## src/rtl/sp_pkg.sv

```systemverilog
// Shared constants and types for the serial port.
// Assumes a 16-bit register word; field positions are fixed by the status layout.
package sp_pkg;
    localparam int REG_W = 16;
    localparam int OVS_W = 4;                   // 16x oversampling

    localparam logic [1:0] A_DATA = 2'd0;
    localparam logic [1:0] A_CTRL = 2'd1;
    localparam logic [1:0] A_DIV  = 2'd2;

    localparam int C_ODD  = 0;
    localparam int C_PEN  = 1;
    localparam int C_TINV = 2;
    localparam int C_RINV = 3;
    localparam int C_TIE  = 4;
    localparam int C_RIE  = 5;
    localparam int C_CLR  = 6;
    localparam int C_BRK  = 14;

    localparam int S_RBF = 7;
    localparam int S_TBE = 8;
    localparam int S_PE  = 9;
    localparam int S_FE  = 10;
    localparam int S_OE  = 11;
    localparam int S_PIN = 13;
    localparam int S_BRK = 14;
    localparam int S_ERR = 15;

    typedef enum logic [2:0] {RX_IDLE, RX_START, RX_DATA, RX_PAR, RX_STOP} rx_state_t;

    typedef struct packed {
        logic brk;
        logic rie;
        logic tie;
        logic rinv;
        logic tinv;
        logic pen;
        logic odd;
    } ctrl_t;
endpackage

```

## src/rtl/sp_tx.sv

```systemverilog
// Transmit engine: one holding word plus a frame shifter.
// Assumes div is stable during a frame; its prescaler restarts at each frame
// so every bit lasts exactly 16*(div+1) clocks. Break forces the line to
// space before inversion and keeps a waiting byte from starting.
module sp_tx #(
    parameter int DATA_W = 8,
    parameter int DIV_W  = 16
) (
    input  logic              clk,
    input  logic              rst_n,
    input  logic [DIV_W-1:0]  div,
    input  logic              pen,
    input  logic              odd,
    input  logic              brk,
    input  logic              inv,
    input  logic              load,
    input  logic [DATA_W-1:0] load_data,
    output logic              tbe,
    output logic              tx_out
);
    localparam int FRAME_W = DATA_W + 3;
    localparam int IDX_W   = $clog2(FRAME_W);

    logic              hold_full;
    logic [DATA_W-1:0] hold_data;
    logic [FRAME_W-1:0] frame;
    logic [IDX_W-1:0]  idx, last;
    logic [DIV_W-1:0]  pre;
    logic [sp_pkg::OVS_W-1:0] sub;
    logic              busy, start, line;

    assign start = !busy && hold_full && !brk;
    assign tbe   = !hold_full;

    // Holding register: filled by a host write, emptied when a frame starts.
    always_ff @(posedge clk) begin
        if (!rst_n) begin
            hold_full <= 1'b0;
            hold_data <= '0;
        end else if (load) begin
            hold_full <= 1'b1;
            hold_data <= load_data;
        end else if (start) begin
            hold_full <= 1'b0;
        end
    end

    // Frame shifter with its own bit-rate prescaler.
    always_ff @(posedge clk) begin
        if (!rst_n) begin
            busy  <= 1'b0;
            frame <= '1;
            idx   <= '0;
            last  <= '0;
            pre   <= '0;
            sub   <= '0;
        end else if (start) begin
            frame <= pen ? {1'b1, (^hold_data) ^ odd, hold_data, 1'b0}
                         : {2'b11, hold_data, 1'b0};
            last  <= pen ? IDX_W'(FRAME_W - 1) : IDX_W'(FRAME_W - 2);
            idx   <= '0;
            pre   <= '0;
            sub   <= '0;
            busy  <= 1'b1;
        end else if (busy) begin
            if (pre == div) begin
                pre <= '0;
                sub <= sub + 1'b1;
                if (sub == '1) begin
                    if (idx == last) begin
                        busy <= 1'b0;
                    end else begin
                        frame <= frame >> 1;
                        idx   <= idx + 1'b1;
                    end
                end
            end else begin
                pre <= pre + 1'b1;
            end
        end
    end

    assign line = brk ? 1'b0 : (busy ? frame[0] : 1'b1);

    // Registered pin driver with output polarity applied.
    always_ff @(posedge clk) begin
        if (!rst_n) tx_out <= 1'b1;
        else        tx_out <= line ^ inv;
    end
endmodule

```

## src/rtl/sp_rx.sv

```systemverilog
// Receive engine: synchroniser, 16x oversampled frame decoder, one-word
// buffer and sticky error flags. Assumes the line has already had its
// polarity corrected; a start bit must still be low at its centre.
module sp_rx #(
    parameter int DATA_W = 8,
    parameter int DIV_W  = 16
) (
    input  logic              clk,
    input  logic              rst_n,
    input  logic [DIV_W-1:0]  div,
    input  logic              pen,
    input  logic              odd,
    input  logic              line_in,
    input  logic              rd_take,
    input  logic              err_clr,
    output logic [DATA_W-1:0] rx_buf,
    output logic              rbf,
    output logic              pe,
    output logic              fe,
    output logic              oe,
    output logic              done
);
    import sp_pkg::*;
    localparam int BIT_W = $clog2(DATA_W);

    logic s1, s2, tick, mid, pbit, pe_set, fe_set;
    logic [DIV_W-1:0]  pre;
    logic [OVS_W-1:0]  sub;
    logic [BIT_W-1:0]  bitn;
    logic [DATA_W-1:0] sh;
    rx_state_t st;

    // Two-flop synchroniser on the serial input.
    always_ff @(posedge clk) begin
        if (!rst_n) begin
            s1 <= 1'b1;
            s2 <= 1'b1;
        end else begin
            s1 <= line_in;
            s2 <= s1;
        end
    end

    assign tick   = (pre == div);
    assign mid    = tick && (sub == '1);
    assign done   = (st == RX_STOP) && mid;
    assign fe_set = done && !s2;
    assign pe_set = done && pen && (pbit != ((^sh) ^ odd));

    // Frame sequencer: centre the start bit, then sample every 16 ticks.
    always_ff @(posedge clk) begin
        if (!rst_n) begin
            st   <= RX_IDLE;
            pre  <= '0;
            sub  <= '0;
            bitn <= '0;
            sh   <= '0;
            pbit <= 1'b0;
        end else if (st == RX_IDLE) begin
            pre <= '0;
            sub <= '0;
            if (!s2) st <= RX_START;
        end else begin
            if (tick) begin
                pre <= '0;
                sub <= sub + 1'b1;
            end else begin
                pre <= pre + 1'b1;
            end
            case (st)
                RX_START: if (tick && sub == OVS_W'(7)) begin
                    sub  <= '0;
                    bitn <= '0;
                    st   <= s2 ? RX_IDLE : RX_DATA;
                end
                RX_DATA: if (mid) begin
                    sh   <= {s2, sh[DATA_W-1:1]};
                    bitn <= bitn + 1'b1;
                    if (bitn == BIT_W'(DATA_W - 1)) st <= pen ? RX_PAR : RX_STOP;
                end
                RX_PAR: if (mid) begin
                    pbit <= s2;
                    st   <= RX_STOP;
                end
                RX_STOP: if (mid) st <= RX_IDLE;
                default: st <= RX_IDLE;
            endcase
        end
    end

    // Buffer and sticky flags; a new event wins over a same-cycle clear.
    always_ff @(posedge clk) begin
        if (!rst_n) begin
            rx_buf <= '0;
            rbf    <= 1'b0;
            pe     <= 1'b0;
            fe     <= 1'b0;
            oe     <= 1'b0;
        end else begin
            if (done && !rbf) begin
                rx_buf <= sh;
                rbf    <= 1'b1;
            end else if (rd_take) begin
                rbf <= 1'b0;
            end
            pe <= (pe && !err_clr) || pe_set;
            fe <= (fe && !err_clr) || fe_set;
            oe <= (oe && !err_clr) || (done && rbf);
        end
    end
endmodule

```

## src/rtl/serial_port_core.sv

```systemverilog
// Serial port top: register decode, control and divisor storage, status
// assembly and interrupt combine around the transmit and receive engines.
// Assumes reads are combinational and a data read strobe consumes the byte.
module serial_port_core #(
    parameter int DATA_W = 8,
    parameter int DIV_W  = 16
) (
    input  logic        clk,
    input  logic        rst_n,
    input  logic [1:0]  bus_addr,
    input  logic        bus_wr,
    input  logic        bus_rd,
    input  logic [15:0] bus_wdata,
    output logic [15:0] bus_rdata,
    input  logic        rx_in,
    output logic        tx_out,
    output logic        irq
);
    import sp_pkg::*;

    ctrl_t             ctrl;
    logic [DIV_W-1:0]  div_q;
    logic [DATA_W-1:0] rx_buf;
    logic              rx_full, tx_empty, err_par, err_frm, err_ovr, rx_done;
    logic              wr_data, wr_ctrl, wr_div, rd_take, err_clr;
    logic [REG_W-1:0]  status, div_ext, data_ext;

    assign wr_data = bus_wr && (bus_addr == A_DATA);
    assign wr_ctrl = bus_wr && (bus_addr == A_CTRL);
    assign wr_div  = bus_wr && (bus_addr == A_DIV);
    assign rd_take = bus_rd && (bus_addr == A_DATA);
    assign err_clr = wr_ctrl && bus_wdata[C_CLR];

    // Control and divisor registers.
    always_ff @(posedge clk) begin
        if (!rst_n) begin
            ctrl  <= '0;
            div_q <= '0;
        end else begin
            if (wr_ctrl) begin
                ctrl.odd  <= bus_wdata[C_ODD];
                ctrl.pen  <= bus_wdata[C_PEN];
                ctrl.tinv <= bus_wdata[C_TINV];
                ctrl.rinv <= bus_wdata[C_RINV];
                ctrl.tie  <= bus_wdata[C_TIE];
                ctrl.rie  <= bus_wdata[C_RIE];
                ctrl.brk  <= bus_wdata[C_BRK];
            end
            if (wr_div) div_q <= bus_wdata[DIV_W-1:0];
        end
    end

    sp_tx #(.DATA_W(DATA_W), .DIV_W(DIV_W)) u_tx (
        .clk(clk), .rst_n(rst_n), .div(div_q), .pen(ctrl.pen), .odd(ctrl.odd),
        .brk(ctrl.brk), .inv(ctrl.tinv), .load(wr_data),
        .load_data(bus_wdata[DATA_W-1:0]), .tbe(tx_empty), .tx_out(tx_out)
    );

    sp_rx #(.DATA_W(DATA_W), .DIV_W(DIV_W)) u_rx (
        .clk(clk), .rst_n(rst_n), .div(div_q), .pen(ctrl.pen), .odd(ctrl.odd),
        .line_in(rx_in ^ ctrl.rinv), .rd_take(rd_take), .err_clr(err_clr),
        .rx_buf(rx_buf), .rbf(rx_full), .pe(err_par), .fe(err_frm),
        .oe(err_ovr), .done(rx_done)
    );

    // Status word assembly and zero-extended register views.
    always_comb begin
        status        = '0;
        status[C_ODD]  = ctrl.odd;
        status[C_PEN]  = ctrl.pen;
        status[C_TINV] = ctrl.tinv;
        status[C_RINV] = ctrl.rinv;
        status[C_TIE]  = ctrl.tie;
        status[S_RBF]  = rx_full;
        status[S_TBE]  = tx_empty;
        status[S_PE]   = err_par;
        status[S_FE]   = err_frm;
        status[S_OE]   = err_ovr;
        status[S_PIN]  = rx_in;
        status[S_BRK]  = ctrl.brk;
        status[S_ERR]  = err_par | err_frm | err_ovr;
        div_ext        = '0;
        div_ext[DIV_W-1:0] = div_q;
        data_ext       = '0;
        data_ext[DATA_W-1:0] = rx_buf;
    end

    // Read multiplexer.
    always_comb begin
        case (bus_addr)
            A_DATA:  bus_rdata = data_ext;
            A_CTRL:  bus_rdata = status;
            A_DIV:   bus_rdata = div_ext;
            default: bus_rdata = '0;
        endcase
    end

    assign irq = (rx_full && ctrl.rie) || (tx_empty && ctrl.tie);
endmodule

```

## config.mk

```make
export PLATFORM = sky130hd
export DESIGN_NAME = serial_port_core
export DESIGN_NICKNAME = d
export VERILOG_FILES = /design/src/rtl/sp_pkg.sv /design/src/rtl/sp_tx.sv /design/src/rtl/sp_rx.sv /design/src/rtl/serial_port_core.sv
export SDC_FILE = /design/constraint.sdc
export NUM_CORES = 1
export LEC_CHECK = 0
export BUFFER_PORTS_ARGS = -buffer_cell sky130_fd_sc_hd__buf_2
export CORE_MARGIN = 2
export CORE_UTILIZATION = 45
export DETAILED_ROUTE_END_ITERATION = 6
export GPL_TIMING_DRIVEN = 0
export PLACE_DENSITY = 0.72
export SLEW_MARGIN = 0
export SYNTH_ARGS = -nofsm -noshare
export SYNTH_HDL_FRONTEND = slang
export SYNTH_HIERARCHICAL = 1
export SYNTH_SLANG_ARGS = --single-unit
```

## constraint.sdc

```tcl
create_clock -name clk -period 2.4 [get_ports clk]
set_input_delay 0.24 -clock clk [delete_from_list [all_inputs] [get_ports clk]]
set_output_delay 0.24 -clock clk [all_outputs]
set_load 0.02 [all_outputs]
```

==> impl_metrics.env, run 1 <==
export IMPL_antenna_found_initial=0
export IMPL_num_io_pins=41
export IMPL_hp_class="in2reg"
export IMPL_critPathMaxStageDelay_ns=0.49
export IMPL_fp_dieArea_um2=14400
export IMPL_ys_seq_area_share_pct=40.0
export IMPL_yosysUniqueCellTypes=53
export IMPL_wl_per_cell_um=16.1
export IMPL_crit_type="reg2reg"
export IMPL_finalHoldViolCount=0
export IMPL_die_w_um=120
export IMPL_endpoint_kind="register"
export IMPL_fin_worst_skew_ns=0.00555
export IMPL_grt_pass1_vias=4997
export IMPL_holdBufCountCts=0
export IMPL_cts_root_buf="clkbuf_16"
export IMPL_crit_family="simple AND/OR/NAND/NOR gates"
export IMPL_synth_area_leaders="dfxtp_1 (40%), mux2i_1 (8.3%), xor2_1 (7.1%)"
export IMPL_synth_async_sr_flop_share_pct=0
export IMPL_ctsResizeCount=0
export IMPL_first_pass_iters=6
export IMPL_syn_instance_count=684
export IMPL_post_cts_buffers=0
export IMPL_status="complete, no violations"
export IMPL_min_period_over_period_pct=88.9
export IMPL_drt_iter0_drc=341
export IMPL_slew_headroom_pct=48.4
export IMPL_dp_slack_ns=0.259
export IMPL_maxCapViolations=0
export IMPL_antenna_left=0
export IMPL_die_y_um=120
export IMPL_design_area_um2=7080
export IMPL_clkTransAtPathRegs_ns=0.05
export IMPL_fin_nets=772
export IMPL_design_core_area_um2=13200
export IMPL_cp_data_arrival_time_ns=2.43
export IMPL_synth_top_cell_by_area="dfxtp_1"
export IMPL_start_util_pct=45.9
export IMPL_period_needed_ns=2.13
export IMPL_htree_levels=4
export IMPL_drt_total_wl_mm=15.0
export IMPL_synth_area_um2=6050
export IMPL_synth_area_per_cell_um2=8.84
export IMPL_grt_max_degree=17
export IMPL_worst_pin_slew_ns=0.768
export IMPL_grtUsageTotal_pct=21.7
export IMPL_setup_ws_ns=0.266
export IMPL_layout_common_cells="dfxtp_1 (121), nand2_1 (73), nor2_1 (52)"
export IMPL_ys_ff_latch=121
export IMPL_n_antenna_cell=0
export IMPL_via_per_inst=5.46
export IMPL_dp_hpwl_mm=11.0
export IMPL_cts_buffers=17
export IMPL_cts_sinks=121
export IMPL_io_buffers=39
export IMPL_setup_tns_final_ns=0
export IMPL_max_freq_ghz=0.469
export IMPL_ys_warn_count=6
export IMPL_synth_fp_nets=714
export IMPL_crit_path_start_kind="register"
export IMPL_crit_path_cell_trace="xor2_1, nor4_4, nand4_4, nand2b_1, clkbuf_1, buf_2, nor2_1"
export IMPL_crit_slowest_cell="dfxtp_1"
export IMPL_path_buf_inv=2
export IMPL_final_common_cell="dfxtp_1"
export IMPL_synth_top_flop_cell="dfxtp_1"
export IMPL_drive_gt1_share_pct=12.7
export IMPL_yosys_area_top_type_share_pct=40.0
export IMPL_vdd_drop_max_mv=0.546
export IMPL_cts_tree="done"
export IMPL_finalSetupViolCount=0
export IMPL_overflow=0
export IMPL_crit_required_ns=2.70
export IMPL_rows=42
export IMPL_grt_pass1_wl_mm=24.7
export IMPL_vias=5083
export IMPL_p_per_area_nw_per_um2=732
export IMPL_p_leak_nw=2.80
export IMPL_report_final_slew_viol_count=0
export IMPL_place_area_um2=6460
export IMPL_clock_latency_ns=0.41
export IMPL_drc_errors=0
export IMPL_place_congestion=0.860
export IMPL_crit_path_max_fanout=10
export IMPL_areaGrowthSynthToFinish_pct=17.1
export IMPL_synth_edf_count=0
export IMPL_clock_path_buffers=2
export IMPL_rsz0062_at_grt="false"
## area by class of cell
class	count	area, um^2
fill	1181	6110
multi-input combinational	503	3370
sequential	121	2420
clock buffer	25	505
tap	176	220
buffer	44	196
timing repair buffer	39	195
clock inverter	7	113
inverter	16	60.1
## cell families after synthesis
group / after synthesis / synth area share [%]
AND/OR/NAND/NOR: 272 / 24.3
flip-flops: 121 / 40.0
AO/OA/AOI/OAI: 92 / 9.62
XOR/XNOR: 82 / 12.1
buffers and inverters: 60 / 4.24
multiplexers: 50 / 8.27
adder cells (fa/ha/maj): 7 / 1.45
## worst reg2reg max path, delay by kind of cell, from the launching register on
kind          cells  cell delay (ns)
buf+inv           2             0.57
flops             1             0.49
xor+xnor          1             0.15
simple gates      4             0.81
## metrics by stage
| stage | hold slack (ns) | instances | util (%) | total power [mW] |
|---|---|---|---|---|
| after floorplan | 0.382 | 684 | - | 2.44 |
| after global placement | 0.394 | 899 | 49.0 | 2.57 |
| after detailed placement | 0.395 | 899 | 49.0 | 2.58 |
| after CTS | 0.0719 | 931 | 53.7 | 5.21 |
| after global routing | 0.0915 | 931 | 53.7 | 5.37 |
| final | 0.0813 | 931 | 53.7 | 5.19 |
## worst paths after layout
kind | endpoint | cells after the start | start | slack (ns)
max | u_rx/pre[14] | 7 | div_ext[0] | 0.27
min | div_ext[12] | 3 | bus_wdata[12] | 0.08
max reg2reg | u_rx/pre[14] | 7 | div_ext[0] | 0.27
min reg2reg | u_rx/s2 | 1 | u_rx/s1 | 0.41
## routing by layer
metal	vias up	global-route usage (%)	wire (um)
met2	130	36.2	7280
met5	-	0	0
met3	26	5.47	783
met4	0	7.35	291
met1	2438	27.2	6630
li1	2489	-	-
## synth_stat cells (all sizes together), types with 14 or more instances
library cell and instances:
nor3 27, xor2 49, clkbuf 29, buf 15
o21ai 21, nor2 52, nand4 14, dfxtp 121
mux2i 50, a21oi 34, xnor2 32, nand2 73
inv 16, nand3 31
## where the power goes
part,leakage (nW),switching [mW],total (mW),internal (mW)
sequential,0.979,0.0416,2.09,2.05
clock,0.303,0.873,2.64,1.77
combinational,1.52,0.291,0.455,0.164
## state kept, by name, summed over array words and instances, names as in the netlist, 4 cells and up
| signal | cells |
|---|---|
| u_tx/hold_data | 8 |
| u_tx/idx | 4 |
| u_tx/pre | 16 |
| u_tx/frame | 11 |
| div_ext | 16 |
| u_rx/sh | 8 |
| u_rx/rx_buf | 8 |
| u_rx/sub | 4 |
| ctrl | 7 |
| u_rx/pre | 16 |
| u_tx/sub | 4 |
Note: power is estimated with default switching activity, not from simulation.
==> run 2: changes to the inputs <==
PLACE_DENSITY = 0.75   (was 0.72)
clock period = 1.78 ns   (was 2.4 ns; I/O delays follow)
==> run 2 against run 1 <==
The run now ends with negative setup slack left. First-iteration DRC count is 29% higher. Clock power is 51% higher. Sequential power is 34% higher. Wire length is 18% higher. Final cell count is 4.0% higher. Highest routed layer unchanged. Combinational power is 140% higher.
==> impl_metrics.env, run 2 (synthesis results as in run 1) <==
export IMPL_fillers=1031
export IMPL_crit_path_start_kind="register"
export IMPL_dp_hpwl_mm=10.4
export IMPL_multi_input_area_um2=3810
export IMPL_drt_iter0_drc=439
export IMPL_drive_gt1_share_pct=29.2
export IMPL_maxCapViolations=0
export IMPL_drt_total_wl_mm=17.7
export IMPL_place_congestion=0.851
export IMPL_num_io_pins=41
export IMPL_fin_nets=807
export IMPL_min_period_over_period_pct=109
export IMPL_drc_errors=0
export IMPL_post_route_util_pct=61.4
export IMPL_grt_pass1_vias=5043
export IMPL_htree_levels=4
export IMPL_r2r_slack_ns=-0.15
export IMPL_cts_sinks=121
export IMPL_met2_length_mm=8.85
export IMPL_grt_max_degree=17
export IMPL_cts_buffers=17
export IMPL_min_to="div_ext[12]"
export IMPL_vdd_drop_max_mv=0.791
export IMPL_antenna_found_initial=2
export IMPL_max_freq_ghz=0.517
export IMPL_dp_slack_ns=-0.378
export IMPL_worstReg2RegStart="u_tx/pre[8]"
export IMPL_start_util_pct=45.9
export IMPL_hp_start="bus_wdata[12]"
export IMPL_whs_path_depth=3
export IMPL_die_y_um=120
export IMPL_clkTransAtPathRegs_ns=0.06
export IMPL_fp_dieArea_um2=14400
export IMPL_setup_ws_ns=-0.153
export IMPL_holdBufCountCts=0
export IMPL_status="complete, but fails checks"
export IMPL_antenna_left=0
export IMPL_overflow=0
export IMPL_violations="negative setup slack"
export IMPL_wl_per_cell_um=18.3
export IMPL_seq_area_um2=2480
export IMPL_crit_type="reg2reg"
export IMPL_topRoutingLayerUsed="met4"
export IMPL_grt_pass1_wl_mm=25.6
export IMPL_die_w_um=120
export IMPL_cts_root_buf="clkbuf_16"
export IMPL_design_core_area_um2=13200
export IMPL_fin_worst_skew_ns=0.00990
export IMPL_period_needed_ns=1.93
export IMPL_clock_latency_ns=0.42
export IMPL_report_final_slew_viol_count=0
export IMPL_cp_data_arrival_time_ns=2.28
export IMPL_layout_common_cells="dfxtp_1 (95), nand2_1 (71), mux2i_1 (50), nor2_1 (50), buf_2 (46)"
export IMPL_slew_headroom_pct=59.7
export IMPL_worst_pin_slew_ns=0.605
export IMPL_hp_class="in2reg"
export IMPL_wl_met1_mm=7.34
export IMPL_cts_tree="done"
export IMPL_areaGrowthSynthToFinish_pct=33.8
export IMPL_p_leak_nw=3.24
export IMPL_reg2reg_depth=7
export IMPL_crit_required_ns=2.13
export IMPL_final_common_cell="dfxtp_1"
export IMPL_clock_path_buffers=2
export IMPL_vias=5452
export IMPL_io_buffers=39
export IMPL_rows=42
export IMPL_r2r_end="u_tx/idx[0]"
export IMPL_p_per_area_nw_per_um2=975
export IMPL_finalSetupViolCount=56
export IMPL_rsz0062_at_grt="true"
export IMPL_dr_wl_met3_mm=1.01
export IMPL_finalHoldViolCount=0
export IMPL_crit_path_max_fanout=7
export IMPL_endpoint_kind="register"
export IMPL_via_per_inst=5.63
export IMPL_grtUsageTotal_pct=22.5
export IMPL_first_pass_iters=5
run 2: cell count changes in the layout (fill, tap and decap cells not counted), sizes merged:
cell	before	now
inv	16	17
diode	0	2
clkinv	3	4
nand4	14	15
bufinv	3	6
clkinvlp	1	0
clkbuf	54	41
buf	54	97
run 2: power by group:
part | switching [mW] | internal (mW) | leakage (nW)
Sequential | 0.0599 | 2.75 | 0.995
Clock | 1.27 | 2.70 | 0.332
Combinational | 0.580 | 0.522 | 1.91
Total | 1.91 | 5.98 | 3.24
run 2: worst max-delay path by stage:
stage | slack [ns] | from | cells past startpoint | to
2_1_floorplan | 0.005 | u_tx/pre[2] | 8 | u_tx/pre[10]
3_3_place_gp | -0.33 | div_ext[5] | 7 | u_rx/pre[15]
3_5_place_dp | -0.38 | div_ext[5] | 7 | u_rx/pre[14]
4_1_cts | -0.1 | div_ext[12] | 6 | u_rx/rx_buf[6]
5_1_grt | -0.20 | u_tx/pre[8] | 7 | u_tx/idx[0]
6_report | -0.15 | u_tx/pre[8] | 7 | u_tx/idx[0]
run 2: critical path: stages (launching register included):
cell,delay [ns]
dfxtp_4,0.36
xor2_2,0.18
nor4_4,0.31
buf_4,0.17
nand4_4,0.20
buf_6,0.20
or3_4,0.33
a21oi_2,0.11
run 2: routing by layer:
| metal | vias to the layer above | global-route usage, % |
|---|---|---|
| met5 | - | 0 |
| met4 | 0 | 8.60 |
| met3 | 37 | 5.94 |
| met2 | 206 | 36.9 |
| met1 | 2631 | 28.4 |
| li1 | 2578 | - |
run 2: stage by stage:
step	cell area, um^2	total power [mW]	cells	hold WS [ns]	setup TNS (ns)
after global placement	6460	3.47	899	0.405	-15.85
after global routing	8090	8.11	967	0.000766	-7.82
after floorplan	6050	3.29	684	0.320	0
after detailed placement	6460	3.48	899	0.402	-18.62
final	8090	7.90	968	0.000265	-3.10
after CTS	7520	7.65	947	0.00186	-1.70
run 2: area by class of cell:
type	count	share of cell area (%)
antenna	2	0.0618
timing repair buffer	80	7.16
clock inverter	11	2.67
multi-input combinational	504	47.0
inverter	16	0.742
clock buffer	21	5.69
sequential	121	30.6
buffer	37	3.28
tap	176	2.72
run 2: repair_timing:
action                                  4_1_cts  5_1_grt
gates resized for setup                      75      102
endpoints found under the setup margin       82       76
pin swaps                                    20       27
setup buffers                                19       18
gates cloned                                  2        3
